--- src/rtl/card_seq_pkg.sv ---
// Shared types for the card access strobe sequencer.
// Assumes: nothing beyond IEEE 1800-2017.
package card_seq_pkg;

    // Access phase; PH_IDLE means no access in progress.
    typedef enum logic [1:0] {
        PH_IDLE   = 2'd0,
        PH_SETUP  = 2'd1,
        PH_STROBE = 2'd2,
        PH_HOLD   = 2'd3
    } phase_e;

endpackage

--- src/rtl/seq_phase_ctrl.sv ---
// Phase controller: accepts a start request when idle, captures the
// timing fields and flags, then steps setup -> strobe -> hold.
// Each phase lasts max(count,1) clocks. A cut-off from the bus monitor
// ends the access early and raises timeout instead of done.
// Assumes: at_limit is only high while busy.
module seq_phase_ctrl
    import card_seq_pkg::*;
#(
    parameter int TIMING_W  = 32,
    parameter int SETUP_LSB = 12,
    parameter int SETUP_W   = 4,
    parameter int STRB_LSB  = 7,
    parameter int STRB_W    = 5,
    parameter int HOLD_LSB  = 16,
    parameter int HOLD_W    = 4
) (
    input  logic                clk,
    input  logic                rst_n,
    input  logic                start,
    input  logic [TIMING_W-1:0] timing,
    input  logic                write,
    input  logic                io,
    input  logic                at_limit,
    output phase_e              phase,
    output logic                lat_write,
    output logic                lat_io,
    output logic                busy,
    output logic                done,
    output logic                timeout
);

    localparam int MAX_SH = (SETUP_W > HOLD_W) ? SETUP_W : HOLD_W;
    localparam int CNT_W  = (STRB_W > MAX_SH) ? STRB_W : MAX_SH;

    // Clamp a zero count to one clock.
    function automatic logic [CNT_W-1:0] floor_one(input logic [CNT_W-1:0] n);
        return (n == '0) ? CNT_W'(1) : n;
    endfunction

    logic [CNT_W-1:0] setup_n, strb_n, hold_n;
    logic [CNT_W-1:0] rem, strb_len, hold_len;
    logic             last_cycle;
    logic             timing_unused;

    // Field extraction with the one-clock floor.
    assign setup_n = floor_one(CNT_W'(timing[SETUP_LSB +: SETUP_W]));
    assign strb_n  = floor_one(CNT_W'(timing[STRB_LSB  +: STRB_W]));
    assign hold_n  = floor_one(CNT_W'(timing[HOLD_LSB  +: HOLD_W]));
    assign timing_unused = ^timing;

    // Status decoded from the phase register.
    assign last_cycle = (phase == PH_HOLD) && (rem == CNT_W'(1));
    assign busy       = (phase != PH_IDLE);
    assign done       = last_cycle;
    assign timeout    = at_limit && !last_cycle;

    // Phase stepping and per-phase countdown.
    always_ff @(posedge clk) begin
        if (!rst_n) begin
            phase     <= PH_IDLE;
            rem       <= '0;
            strb_len  <= '0;
            hold_len  <= '0;
            lat_write <= 1'b0;
            lat_io    <= 1'b0;
        end else begin
            case (phase)
                PH_IDLE: begin
                    if (start) begin
                        phase     <= PH_SETUP;
                        rem       <= setup_n;
                        strb_len  <= strb_n;
                        hold_len  <= hold_n;
                        lat_write <= write;
                        lat_io    <= io;
                    end
                end
                PH_SETUP: begin
                    if (timeout)                 phase <= PH_IDLE;
                    else if (rem == CNT_W'(1)) begin
                        phase <= PH_STROBE;
                        rem   <= strb_len;
                    end else                     rem   <= rem - 1'b1;
                end
                PH_STROBE: begin
                    if (timeout)                 phase <= PH_IDLE;
                    else if (rem == CNT_W'(1)) begin
                        phase <= PH_HOLD;
                        rem   <= hold_len;
                    end else                     rem   <= rem - 1'b1;
                end
                default: begin
                    if (done || timeout)         phase <= PH_IDLE;
                    else                         rem   <= rem - 1'b1;
                end
            endcase
        end
    end


    done_single_chk: assert property (@(posedge clk) disable iff (!rst_n)
        done |=> !done);


    busy_hold_chk: assert property (@(posedge clk) disable iff (!rst_n)
        (busy && !done && !timeout) |=> (busy && $stable(lat_write) && $stable(lat_io)));


    timeout_end_chk: assert property (@(posedge clk) disable iff (!rst_n)
        timeout |=> !busy);

endmodule

--- src/rtl/seq_bus_monitor.sv ---
// Bus monitor: counts every cycle of an access, restarting at each
// accepted start, and flags the cycle at which the access must end.
// Assumes: accept is only high while the controller is idle.
module seq_bus_monitor #(
    parameter int LIMIT = 60
) (
    input  logic clk,
    input  logic rst_n,
    input  logic accept,
    input  logic busy,
    output logic at_limit
);

    localparam int CW = $clog2(LIMIT + 1);

    logic [CW-1:0] cyc;

    // Cycle counter: 1 in the first access cycle, saturating at LIMIT.
    always_ff @(posedge clk) begin
        if (!rst_n)                           cyc <= '0;
        else if (accept)                      cyc <= CW'(1);
        else if (busy && cyc != CW'(LIMIT))   cyc <= cyc + 1'b1;
    end

    // Last permitted cycle of any access.
    assign at_limit = busy && (cyc == CW'(LIMIT - 1));


    under_limit_chk: assert property (@(posedge clk) disable iff (!rst_n)
        busy |-> (cyc < CW'(LIMIT)));

endmodule

--- src/rtl/seq_slot_ctrl.sv ---
// Per-slot control register: one bit drives the active-low card buffer
// enable, another the active-high card reset. Resets with buffers off
// and the card out of reset.
// Assumes: we is already qualified by slot selection.
module seq_slot_ctrl #(
    parameter int DATA_W  = 8,
    parameter int OE_BIT  = 7,
    parameter int RST_BIT = 6
) (
    input  logic              clk,
    input  logic              rst_n,
    input  logic              we,
    input  logic [DATA_W-1:0] wdata,
    output logic              card_reset,
    output logic              buf_en_n
);

    logic wdata_unused;
    assign wdata_unused = ^wdata;

    // Control bits captured on a write.
    always_ff @(posedge clk) begin
        if (!rst_n) begin
            buf_en_n   <= 1'b1;
            card_reset <= 1'b0;
        end else if (we) begin
            buf_en_n   <= wdata[OE_BIT];
            card_reset <= wdata[RST_BIT];
        end
    end


    buf_follow_chk: assert property (@(posedge clk) disable iff (!rst_n)
        we |=> (buf_en_n == $past(wdata[OE_BIT])));


    rst_follow_chk: assert property (@(posedge clk) disable iff (!rst_n)
        !we |=> $stable(card_reset));

endmodule

--- src/rtl/card_strobe_seq.sv ---
// Top level: phase controller, bus monitor, strobe decode and one
// control register per card slot.
// Assumes: a single sequencer is shared by all slots.
module card_strobe_seq
    import card_seq_pkg::*;
#(
    parameter int TIMING_W  = 32,
    parameter int SETUP_LSB = 12,
    parameter int SETUP_W   = 4,
    parameter int STRB_LSB  = 7,
    parameter int STRB_W    = 5,
    parameter int HOLD_LSB  = 16,
    parameter int HOLD_W    = 4,
    parameter int BMT_LIMIT = 60,
    parameter int NUM_SLOTS = 2,
    parameter int CTRL_W    = 8,
    parameter int OE_BIT    = 7,
    parameter int RST_BIT   = 6,
    localparam int SLOT_W   = (NUM_SLOTS > 1) ? $clog2(NUM_SLOTS) : 1
) (
    input  logic                 clk,
    input  logic                 rst_n,
    input  logic                 acc_start,
    input  logic [TIMING_W-1:0]  acc_timing,
    input  logic                 acc_write,
    input  logic                 acc_io,
    output logic                 busy,
    output logic                 done,
    output logic                 timeout,
    output logic                 mem_oe_n,
    output logic                 mem_we_n,
    output logic                 io_rd_n,
    output logic                 io_wr_n,
    input  logic                 ctrl_we,
    input  logic [SLOT_W-1:0]    ctrl_slot,
    input  logic [CTRL_W-1:0]    ctrl_wdata,
    output logic [NUM_SLOTS-1:0] card_reset,
    output logic [NUM_SLOTS-1:0] card_buf_en_n
);

    phase_e phase;
    logic   lat_write, lat_io, at_limit, accept, strobe_on;

    assign accept = acc_start && !busy;

    seq_phase_ctrl #(
        .TIMING_W (TIMING_W),
        .SETUP_LSB(SETUP_LSB), .SETUP_W(SETUP_W),
        .STRB_LSB (STRB_LSB),  .STRB_W (STRB_W),
        .HOLD_LSB (HOLD_LSB),  .HOLD_W (HOLD_W)
    ) i_phase (
        .clk      (clk),
        .rst_n    (rst_n),
        .start    (acc_start),
        .timing   (acc_timing),
        .write    (acc_write),
        .io       (acc_io),
        .at_limit (at_limit),
        .phase    (phase),
        .lat_write(lat_write),
        .lat_io   (lat_io),
        .busy     (busy),
        .done     (done),
        .timeout  (timeout)
    );

    seq_bus_monitor #(.LIMIT(BMT_LIMIT)) i_bmon (
        .clk     (clk),
        .rst_n   (rst_n),
        .accept  (accept),
        .busy    (busy),
        .at_limit(at_limit)
    );

    // Strobe select: one line per {space, direction}.
    assign strobe_on = (phase == PH_STROBE);
    assign mem_oe_n  = !(strobe_on && !lat_io && !lat_write);
    assign mem_we_n  = !(strobe_on && !lat_io &&  lat_write);
    assign io_rd_n   = !(strobe_on &&  lat_io && !lat_write);
    assign io_wr_n   = !(strobe_on &&  lat_io &&  lat_write);

    // One control register per slot.
    for (genvar g = 0; g < NUM_SLOTS; g++) begin : g_slot
        seq_slot_ctrl #(
            .DATA_W(CTRL_W), .OE_BIT(OE_BIT), .RST_BIT(RST_BIT)
        ) i_slot (
            .clk       (clk),
            .rst_n     (rst_n),
            .we        (ctrl_we && (ctrl_slot == SLOT_W'(g))),
            .wdata     (ctrl_wdata),
            .card_reset(card_reset[g]),
            .buf_en_n  (card_buf_en_n[g])
        );
    end


    idle_quiet_chk: assert property (@(posedge clk) disable iff (!rst_n)
        !busy |-> (mem_oe_n && mem_we_n && io_rd_n && io_wr_n));


    one_strobe_chk: assert property (@(posedge clk) disable iff (!rst_n)
        $onehot0({~mem_oe_n, ~mem_we_n, ~io_rd_n, ~io_wr_n}));

endmodule

--- config.mk ---
export PLATFORM = sky130hd
export DESIGN_NAME = card_strobe_seq
export DESIGN_NICKNAME = d
export VERILOG_FILES = /design/src/rtl/card_seq_pkg.sv /design/src/rtl/seq_phase_ctrl.sv /design/src/rtl/seq_bus_monitor.sv /design/src/rtl/seq_slot_ctrl.sv /design/src/rtl/card_strobe_seq.sv
export SDC_FILE = /design/constraint.sdc
export NUM_CORES = 1
export LEC_CHECK = 0
export ABC_AREA = 1
export BUFFER_PORTS_ARGS = -buffer_cell sky130_fd_sc_hd__buf_4
export CORE_MARGIN = 4
export CORE_UTILIZATION = 28
export DETAILED_ROUTE_END_ITERATION = 8
export PLACE_DENSITY_LB_ADDON = 0.25
export SYNTH_ARGS = -nofsm -noshare
export SYNTH_HDL_FRONTEND = slang
export SYNTH_SLANG_ARGS = --single-unit
--- constraint.sdc ---
create_clock -name clk -period 1.7 [get_ports clk]
set_input_delay 0.085 -clock clk [delete_from_list [all_inputs] [get_ports clk]]
set_output_delay 0.085 -clock clk [all_outputs]
set_load 0.1 [all_outputs]
==> flow_results.org, run 1 <==
** Die
- From bottom edge to top edge, the die measures 83.3 µm.
- Initial core utilization :: 28.9%
- Number of primary I/O pins :: 58
- Die Width :: 83.3 µm
- Number of placement rows :: 27
- Core area :: 0.00551 mm²
- Area of the die :: 0.00694 mm²

** Pwr
- The clock network burns 14.8% of the power.
- Per report_power, the combinational group accounts for 51.6% of the total.
- Switching fraction of total power :: 48.3%
- The analysis attributes to net switching a power of 0.00140 W.
- Cell internal power was estimated by the tool at 0.00150 W.
- The worst-case IR drop observed on VDD is 0.530 mV.
- Summing internal, switching and leakage power gives 0.00291 W.
- Relative contribution of sequential cells to total power :: 33.6%
- Summed over all cells, the static leakage comes to 0.924 nW.
- PD cells :: 1470 mW/mm²

** Setup path
- STA puts the critical path data required time at 1.62 ns.
- Critical Path Start Type :: flop
- The endpoint identified for the worst register-to-register timing path is i_phase.rem[0].
- Worst setup path category :: flop to output pin
- Arrival @ worst endpoint :: 1.50 ns
- The worst register-to-register path begins at i_phase.rem[1].
- Reg-to-reg setup timing slack :: 0.19 ns
- The worst register-to-register path has a depth of 10.
- Maximum fanout along the worst path :: 3
- The worst setup path is captured at an output pin.

** Global routing
- GRT Overall Usage :: 10.9%
- Gr ovfl total :: 0
- The first global-routing pass estimated 6.42 mm of wire.
- Pin count of the biggest net entering global routing :: 22
- Antenna violations before repair :: 0
- The via count of the first global-routing pass is 1391.

** Cells and area
- The number of antenna diodes in the final layout is 0.
- From synthesis to final layout, the design area changed by 24.5%.
- Share of final-layout standard cells stronger than drive strength 1 :: 20.7%
- Multi-input gate area :: 862 µm²
- Most common cell after layout, fill and taps aside :: sky130_fd_sc_hd__nand2_1
- Most frequent cells in the layout :: 49 x sky130_fd_sc_hd__nand2_1, 36 x sky130_fd_sc_hd__nor2_1, 33 x sky130_fd_sc_hd__buf_4, 30 x sky130_fd_sc_hd__inv_1, 28 x sky130_fd_sc_hd__dfxtp_1
- Sequential cell area :: 561 µm²
- After filler insertion, the fill cell instance count of the layout stands at 636.
- Number of nets in the layout :: 322

** Yosys
- Dividing the synthesized area by the synthesized cell count gives 6.68 µm².
- After technology mapping, the gate count stands at 238.
- Number of storage elements in the synthesis netlist :: 28
- Total of warnings raised by yosys :: 0
- Counting every net in the synthesized netlist gives 289.
- Count of different cell masters after synthesis :: 27
- For this run, the register share of the synthesized area comes to 35.3%.
- Area of the mapped netlist :: 0.00159 mm²

** STA
- The max-slew violation total from the final report is 0.
- Number of failing setup endpoints in the final timing report :: 0
- Clk_skew :: 0.00369 ns
- Post-route clock period utilization :: 93.0%
- For the pin with the worst max-slew slack, the measured transition is 0.288 ns.
- Max-slew headroom at the worst pin :: 80.8%
- Shortest period the worst path allows :: 1.58 ns
- Fmax :: 0.632 GHz
- Across all hold checks on the routed design, the worst slack comes to 0.0139 ns.
- The count of final hold-check violations came to 0.
- Crit path setup slack, layout :: 0.119 ns

** Clock tree
- CTS tree :: done
- Clock insertion delay at the later pin of the skew report :: 0.28 ns
- Cell at the root of the clock tree :: sky130_fd_sc_hd__clkbuf_8
- The clock passes through at most 2 buffers.
- After clock tree synthesis, the flow added hold-fix buffers numbering 0.
- Clock slew at reported path FFs :: 0.10 ns
- TritonCTS Sinks :: 28
- Clock tree synthesis inserted a total of 3 buffers.
- In this run the number of H-tree levels came out at 1.

** Worst hold path
- Worst hold stages :: 3
- The startpoint identified for the worst hold timing path is acc_timing[7].
- For hold timing, the worst endpoint is i_phase.strb_len[0].
- The min-delay analysis places its worst path in the category input pin to flop.

** Flow run
- Count of maximum capacitance violations :: 0

** Place
- The congestion estimate from routability-driven global placement came to 0.798.
- Detailed placement ended at an HPWL of 2.95 mm.
- During placement, the flow inserted port buffers numbering 32.
- Worst slack at placement :: 0.147 ns

** Detailed routing
- Once detail routing completed, the nets flagged for antenna violations numbered 0.
- Number of vias in the routed layout :: 1507
- Iteration-0 DRC Markers :: 86
- The first TritonRoute pass finished after 4 iterations.
- Using the TritonRoute via totals, the vias-per-cell ratio works out to 4.41.
- After detailed routing, the total wire length is 3.75 mm.
- For this run, design rule violations remaining after detail routing come to 0.
- In the final routed layout, each cell accounts on average for 11.0 µm.

** Status
- The flow ran to the end, and the final reports show no timing, DRC or antenna violations.
-- per-stage QoR --
stage	area, µm²	std cells	setup TNS (ns)	util [%]
after floorplan	1600	238	-0.186	-
after global routing	1980	342	-0.00000977	35.9
after detailed placement	1890	336	0	34.2
after CTS	1950	340	0	35.4
final	1980	342	0	35.9
after global placement	1890	336	0	34.2
-- state kept, by name, indices dropped and copies added, names as in the netlist --
name / count
g_slot.i_slot.buf_en_n: 2
g_slot.i_slot.card_reset: 2
i_bmon.cyc: 6
i_phase.hold_len: 4
i_phase.lat_io: 1
i_phase.lat_write: 1
i_phase.phase: 2
i_phase.rem: 5
i_phase.strb_len: 5
-- power by group through the flow --
stage | Sequential [W] | Clock (W) | Combinational (W)
final | 0.000977 | 0.000429 | 0.00150
after global routing | 0.00100 | 0.000473 | 0.00169
after CTS | 0.000975 | 0.000445 | 0.00150
after detailed placement | 0.000990 | 0 | 0.00149
after global placement | 0.000983 | 0 | 0.00149
after floorplan | 0.000950 | 0 | 0.00120
-- layout make-up --
type	instances	area share [%]
timing repair buffer	35	14.0
clock buffer	4	2.78
multi-input combinational	169	43.6
tap	72	4.55
inverter	34	6.70
sequential	28	28.3
-- cell families after synthesis --
family                   Yosys count  share of synthesized area (%)
XOR/XNOR                           3                           1.65
AO/OA/AOI/OAI                     40                           12.8
adder cells (fa/ha/maj)            4                           3.15
flip-flops                        28                           35.3
AND/OR/NAND/NOR                  122                           35.7
buffers and inverters             41                           11.4
-- layer usage --
metal / GRT usage, % / up-vias / routed length (µm)
met2: 16.8 / 26 / 1660
met5: 0 / - / 0
met1: 15.6 / 661 / 1910
li1: - / 815 / -
met3: 1.39 / 5 / 118
met4: 4.01 / 0 / 61
-- worst max path at each step --
stage	startpoint	to	slack, ns	cells after the start
floorplan	i_phase.rem[1]	timeout	-0.19	7
global placement	i_phase.rem[1]	i_phase.rem[2]	0.13	11
detailed placement	i_phase.rem[1]	i_phase.rem[2]	0.15	11
CTS	i_phase.rem[1]	done	0.04	7
global route	i_bmon.cyc[1]	timeout	-0.00001	6
finish	i_phase.rem[1]	timeout	0.12	8
-- synthesized netlist by cell type --
master	count	area, µm²
sky130_fd_sc_hd__nor2_4	3	33.8
sky130_fd_sc_hd__dfxtp_1	28	561
sky130_fd_sc_hd__nor2_2	3	18.8
sky130_fd_sc_hd__nor2_8	1	20.0
sky130_fd_sc_hd__nand4_1	1	6.26
sky130_fd_sc_hd__buf_4	4	30.0
sky130_fd_sc_hd__nand2_4	1	11.3
sky130_fd_sc_hd__nor3b_1	1	7.51
sky130_fd_sc_hd__o21bai_1	1	7.51
sky130_fd_sc_hd__nand3_2	3	30.0
sky130_fd_sc_hd__nor3_1	4	20.0
sky130_fd_sc_hd__nor2_1	38	143
sky130_fd_sc_hd__clkbuf_1	2	7.51
sky130_fd_sc_hd__nand3_1	16	80.1
sky130_fd_sc_hd__ha_1	4	50.1
sky130_fd_sc_hd__a21oi_1	13	65.1
sky130_fd_sc_hd__a31oi_1	1	6.26
sky130_fd_sc_hd__xor2_1	1	8.76
sky130_fd_sc_hd__xnor2_1	2	17.5
sky130_fd_sc_hd__buf_6	1	11.3
sky130_fd_sc_hd__inv_1	31	116
sky130_fd_sc_hd__nand2_1	49	184
sky130_fd_sc_hd__inv_2	1	3.75
sky130_fd_sc_hd__inv_4	2	12.5
sky130_fd_sc_hd__o21ai_1	4	20.0
sky130_fd_sc_hd__nor4_1	2	12.5
sky130_fd_sc_hd__o21ai_0	21	105
-- worst max-delay path, stage by stage, from the launching register on --
cell	delay, ns
sky130_fd_sc_hd__dfxtp_1	0.34
sky130_fd_sc_hd__inv_1	0.07
sky130_fd_sc_hd__ha_1	0.17
sky130_fd_sc_hd__inv_1	0.09
sky130_fd_sc_hd__nor2_4	0.05
sky130_fd_sc_hd__nand4_1	0.11
sky130_fd_sc_hd__inv_2	0.08
sky130_fd_sc_hd__nor2_4	0.10
sky130_fd_sc_hd__buf_8	0.20
-- what timing repair did --
item                       CTS  global route
setup endpoints to repair    2             3
pin swaps                    0             1
buffers inserted             0             2
resized for setup            4             3
(Power assumes the default switching activity.)
==> run 2: changes to the inputs <==
--- a/config.mk
+++ b/config.mk
@@ -11,6 +11,7 @@
 export CORE_UTILIZATION = 28
 export DETAILED_ROUTE_END_ITERATION = 8
 export PLACE_DENSITY_LB_ADDON = 0.25
+export REMOVE_ABC_BUFFERS = 1
 export SYNTH_ARGS = -nofsm -noshare
 export SYNTH_HDL_FRONTEND = slang
 export SYNTH_SLANG_ARGS = --single-unit
==> flow_results.org, run 2 (synthesis results as in run 1) <==
** Status
- Result of the run :: complete, no violations (unchanged)

** Detailed routing
- Sum of routed wire segments on met1 :: 1.72 mm (was 1.91 mm)
- Number of optimization iterations in the first detailed-route pass :: 4 (unchanged)
- Detailed-route wire length :: 3.60 mm (was 3.75 mm)
- The via density per instance was 4.37 (was 4.41).
- The post-detailed-route count of antenna-violating nets is 0 (unchanged).
- Iteration-0 DRC Markers :: 62 (was 86)
- Routed len/inst :: 10.6 µm (was 11.0 µm)
- DRC violations left :: 0 (unchanged)
- Highest metal layer used by the detailed router :: met4 (unchanged)
- Met2 routed wirelength :: 1.73 mm (was 1.66 mm)
- The met3 layer wire length in the routed design was 102 µm (was 118 µm).
- Number of vias in the routed layout :: 1485 (was 1507)

** Clock tree
- The maximum level of the CTS H-tree came to 1 (unchanged).
- The clock-pin slew reported for the worst setup and hold paths after clock tree synthesis was 0.09 ns (was 0.10 ns).
- TritonCTS buffer count :: 3 (unchanged)
- Number of buffers between clock root and the deepest sink :: 2 (unchanged)
- TritonCTS Sinks :: 28 (unchanged)
- CTS Hold Bufs :: 0 (unchanged)
- The CTS root buffer is sky130_fd_sc_hd__clkbuf_8 (unchanged).
- Clock insertion delay at the later pin of the skew report :: 0.27 ns (was 0.28 ns)
- CTS tree :: done (unchanged)

** STA
- Endpoints failing hold :: 0 (unchanged)
- Fmax :: 0.622 GHz (was 0.632 GHz)
- Max-slew headroom at the worst pin :: 81.6% (was 80.8%)
- RSZ-0062 raised after global routing :: true
- Number of failing setup endpoints in the final timing report :: 0 (unchanged)
- The portion of the clock cycle consumed by the worst path in the final layout came to 94.6% (was 93.0%).
- The final critical delay including setup and external delays was 1.61 ns (was 1.58 ns).
- Slew Viols, Final :: 0 (unchanged)
- The final setup skew is 0.00322 ns (was 0.00369 ns).
- The slew at the pin closest to its max-slew limit was 0.276 ns (was 0.288 ns).
- Total Neg Setup Slack :: 0 ns (unchanged)

** Setup path
- Maximum single-stage delay on the critical path :: 0.40 ns (was 0.34 ns)
- Crit end category :: output pin (unchanged)
- Among the stages of the critical path, the cell type that occurs most often is sky130_fd_sc_hd__inv_1.
- The master of the slowest instance on the critical path was sky130_fd_sc_hd__dfxtp_1 (unchanged).
- CP delay by family, top :: flip-flops (was buffers and inverters)
- Critical Path Start Type :: flop (unchanged)
- The data arrival time at the worst-slack endpoint came to 1.52 ns (was 1.50 ns).
- The peak fanout along the critical path came to 4 (was 3).
- The worst setup path category is flop to output pin (unchanged).
- Worst path cell trace :: ha_1 -> inv_1 -> nor2_2 -> nand4_1 -> inv_1 -> buf_6 (was inv_1 -> ha_1 -> inv_1 -> nor2_4 -> nand4_1 -> inv_2 -> nor2_4 -> buf_8)
- The required arrival time at the worst endpoint is 1.62 ns (about the same).
- Crit path buf inv count :: 3 (was 4)

** Pwr
- Total power :: 0.00284 W (was 0.00291 W)
- PD cells :: 1460 mW/mm² (was 1470 mW/mm²)
- The worst-case vdd ir drop is 0.538 mV (was 0.530 mV).
- The leakage power figure came to 0.913 nW (was 0.924 nW).

** Cells and area
- Most frequent cells in the layout :: 48 x sky130_fd_sc_hd__nand2_1, 36 x sky130_fd_sc_hd__nor2_1, 32 x sky130_fd_sc_hd__buf_4, 31 x sky130_fd_sc_hd__inv_1, 28 x sky130_fd_sc_hd__dfxtp_1 (was 49 x sky130_fd_sc_hd__nand2_1, 36 x sky130_fd_sc_hd__nor2_1, 33 x sky130_fd_sc_hd__buf_4, 30 x sky130_fd_sc_hd__inv_1, 28 x sky130_fd_sc_hd__dfxtp_1)
- The antenna cell count came to 0 (unchanged).
- Leading registers by flop count: i_bmon.cyc x6, i_phase.rem x5, i_phase.strb_len x5 (unchanged).
- The net count of the finished layout came to 321 (was 322).
- The register containing the most flip-flops in the final layout was i_bmon.cyc (unchanged).
- The final standard cell count with taps included and fillers excluded was 340 (was 342).
- The commonest non-fill, non-tap cell in the layout was sky130_fd_sc_hd__nand2_1 (unchanged).
- Share of final-layout standard cells stronger than drive strength 1 :: 20.1% (was 20.7%)
- Layout Area Growth over Synthesis :: 22.2% (was 24.5%)
- Final design area excluding fillers :: 0.00194 mm² (was 0.00198 mm²)
- Number of flip-flops under the largest register name :: 6 (unchanged)
- Share of the core filled with cells :: 35.3% (was 35.9%)

** Global routing
- Gr ovfl total :: 0 (unchanged)
- Wire length of the first global-routing pass :: 6.52 mm (was 6.42 mm)
- Antenna violations before repair :: 0 (unchanged)
- The via count of the first global-routing pass was 1482 (was 1391).
- Pin count of the biggest net entering global routing :: 22 (unchanged)
- GRT Overall Usage :: 11.0% (was 10.9%)

** Place
- Placed inst area :: 0.00189 mm² (unchanged)
- The number of I/O port buffers was 32 (unchanged).
- Post-placement cell count :: 337 (was 336)
- Routability congestion estimate from global placement :: 0.819 (was 0.798)
- DP HPWL :: 2.81 mm (was 2.95 mm)

** Die
- Die Width :: 83.3 µm (unchanged)
- The I/O pin count is 58 (unchanged).
- Core area :: 0.00551 mm² (unchanged)
- The area of the die is 0.00694 mm² (unchanged).
- DIE HEIGHT :: 83.3 µm (unchanged)
- The standard-cell row count is 27 (unchanged).
- The starting utilization of the core area is 28.9% (unchanged).

** Flow run
- Count of maximum capacitance violations :: 0 (unchanged)

** Worst hold path
- Worst hold-check path type :: input pin to flop (unchanged)
run 2: metal layers:
layer	global-route usage [%]	vias to the layer above
li1	-	810
met3	1.29	4
met4	2.67	0
met1	14.2	646
met2	19.5	25
met5	0	-
run 2: layout make-up:
| class | instances | area, µm² |
|---|---|---|
| inverter | 34 | 133 |
| fill | 604 | 3560 |
| clock buffer | 3 | 41.3 |
| multi-input combinational | 169 | 855 |
| tap | 72 | 90.1 |
| timing repair buffer | 34 | 263 |
| sequential | 28 | 561 |
run 2: report_power, final:
part	internal, W	switching [W]
Clock	0.000159	0.000197
Sequential	0.000823	0.000144
Combinational	0.000480	0.00103
run 2: worst min-delay path: stages:
cell                      delay [ns]
sky130_fd_sc_hd__buf_4          0.08
sky130_fd_sc_hd__nand2_1        0.04
sky130_fd_sc_hd__nand3_1        0.05
run 2: final timing paths:
kind	startpoint	to	slack, ns	cells past startpoint
max	i_phase.rem[0]	done	0.09	6
min	ctrl_wdata[7]	g_slot[1].i_slot.buf_en_n	0.02	3
min reg2reg	i_phase.hold_len[2]	i_phase.hold_len[2]	0.46	2
max reg2reg	i_phase.rem[0]	i_phase.rem[2]	0.23	10
run 2: what timing repair did:
| action | CTS | global route |
|---|---|---|
| buffers inserted | 0 | 0 |
| gates resized for setup | 1 | 4 |
| endpoints found under the setup margin | 2 | 3 |
run 2: per-stage QoR:
stage | hold slack [ns] | worst slack [ns]
after floorplan | 0.169 | -0.921
after global placement | 0.303 | 0.150
after detailed placement | 0.305 | 0.174
after CTS | 0.0168 | 0.0260
after global routing | 0.0284 | -0.0136
final | 0.0184 | 0.0922
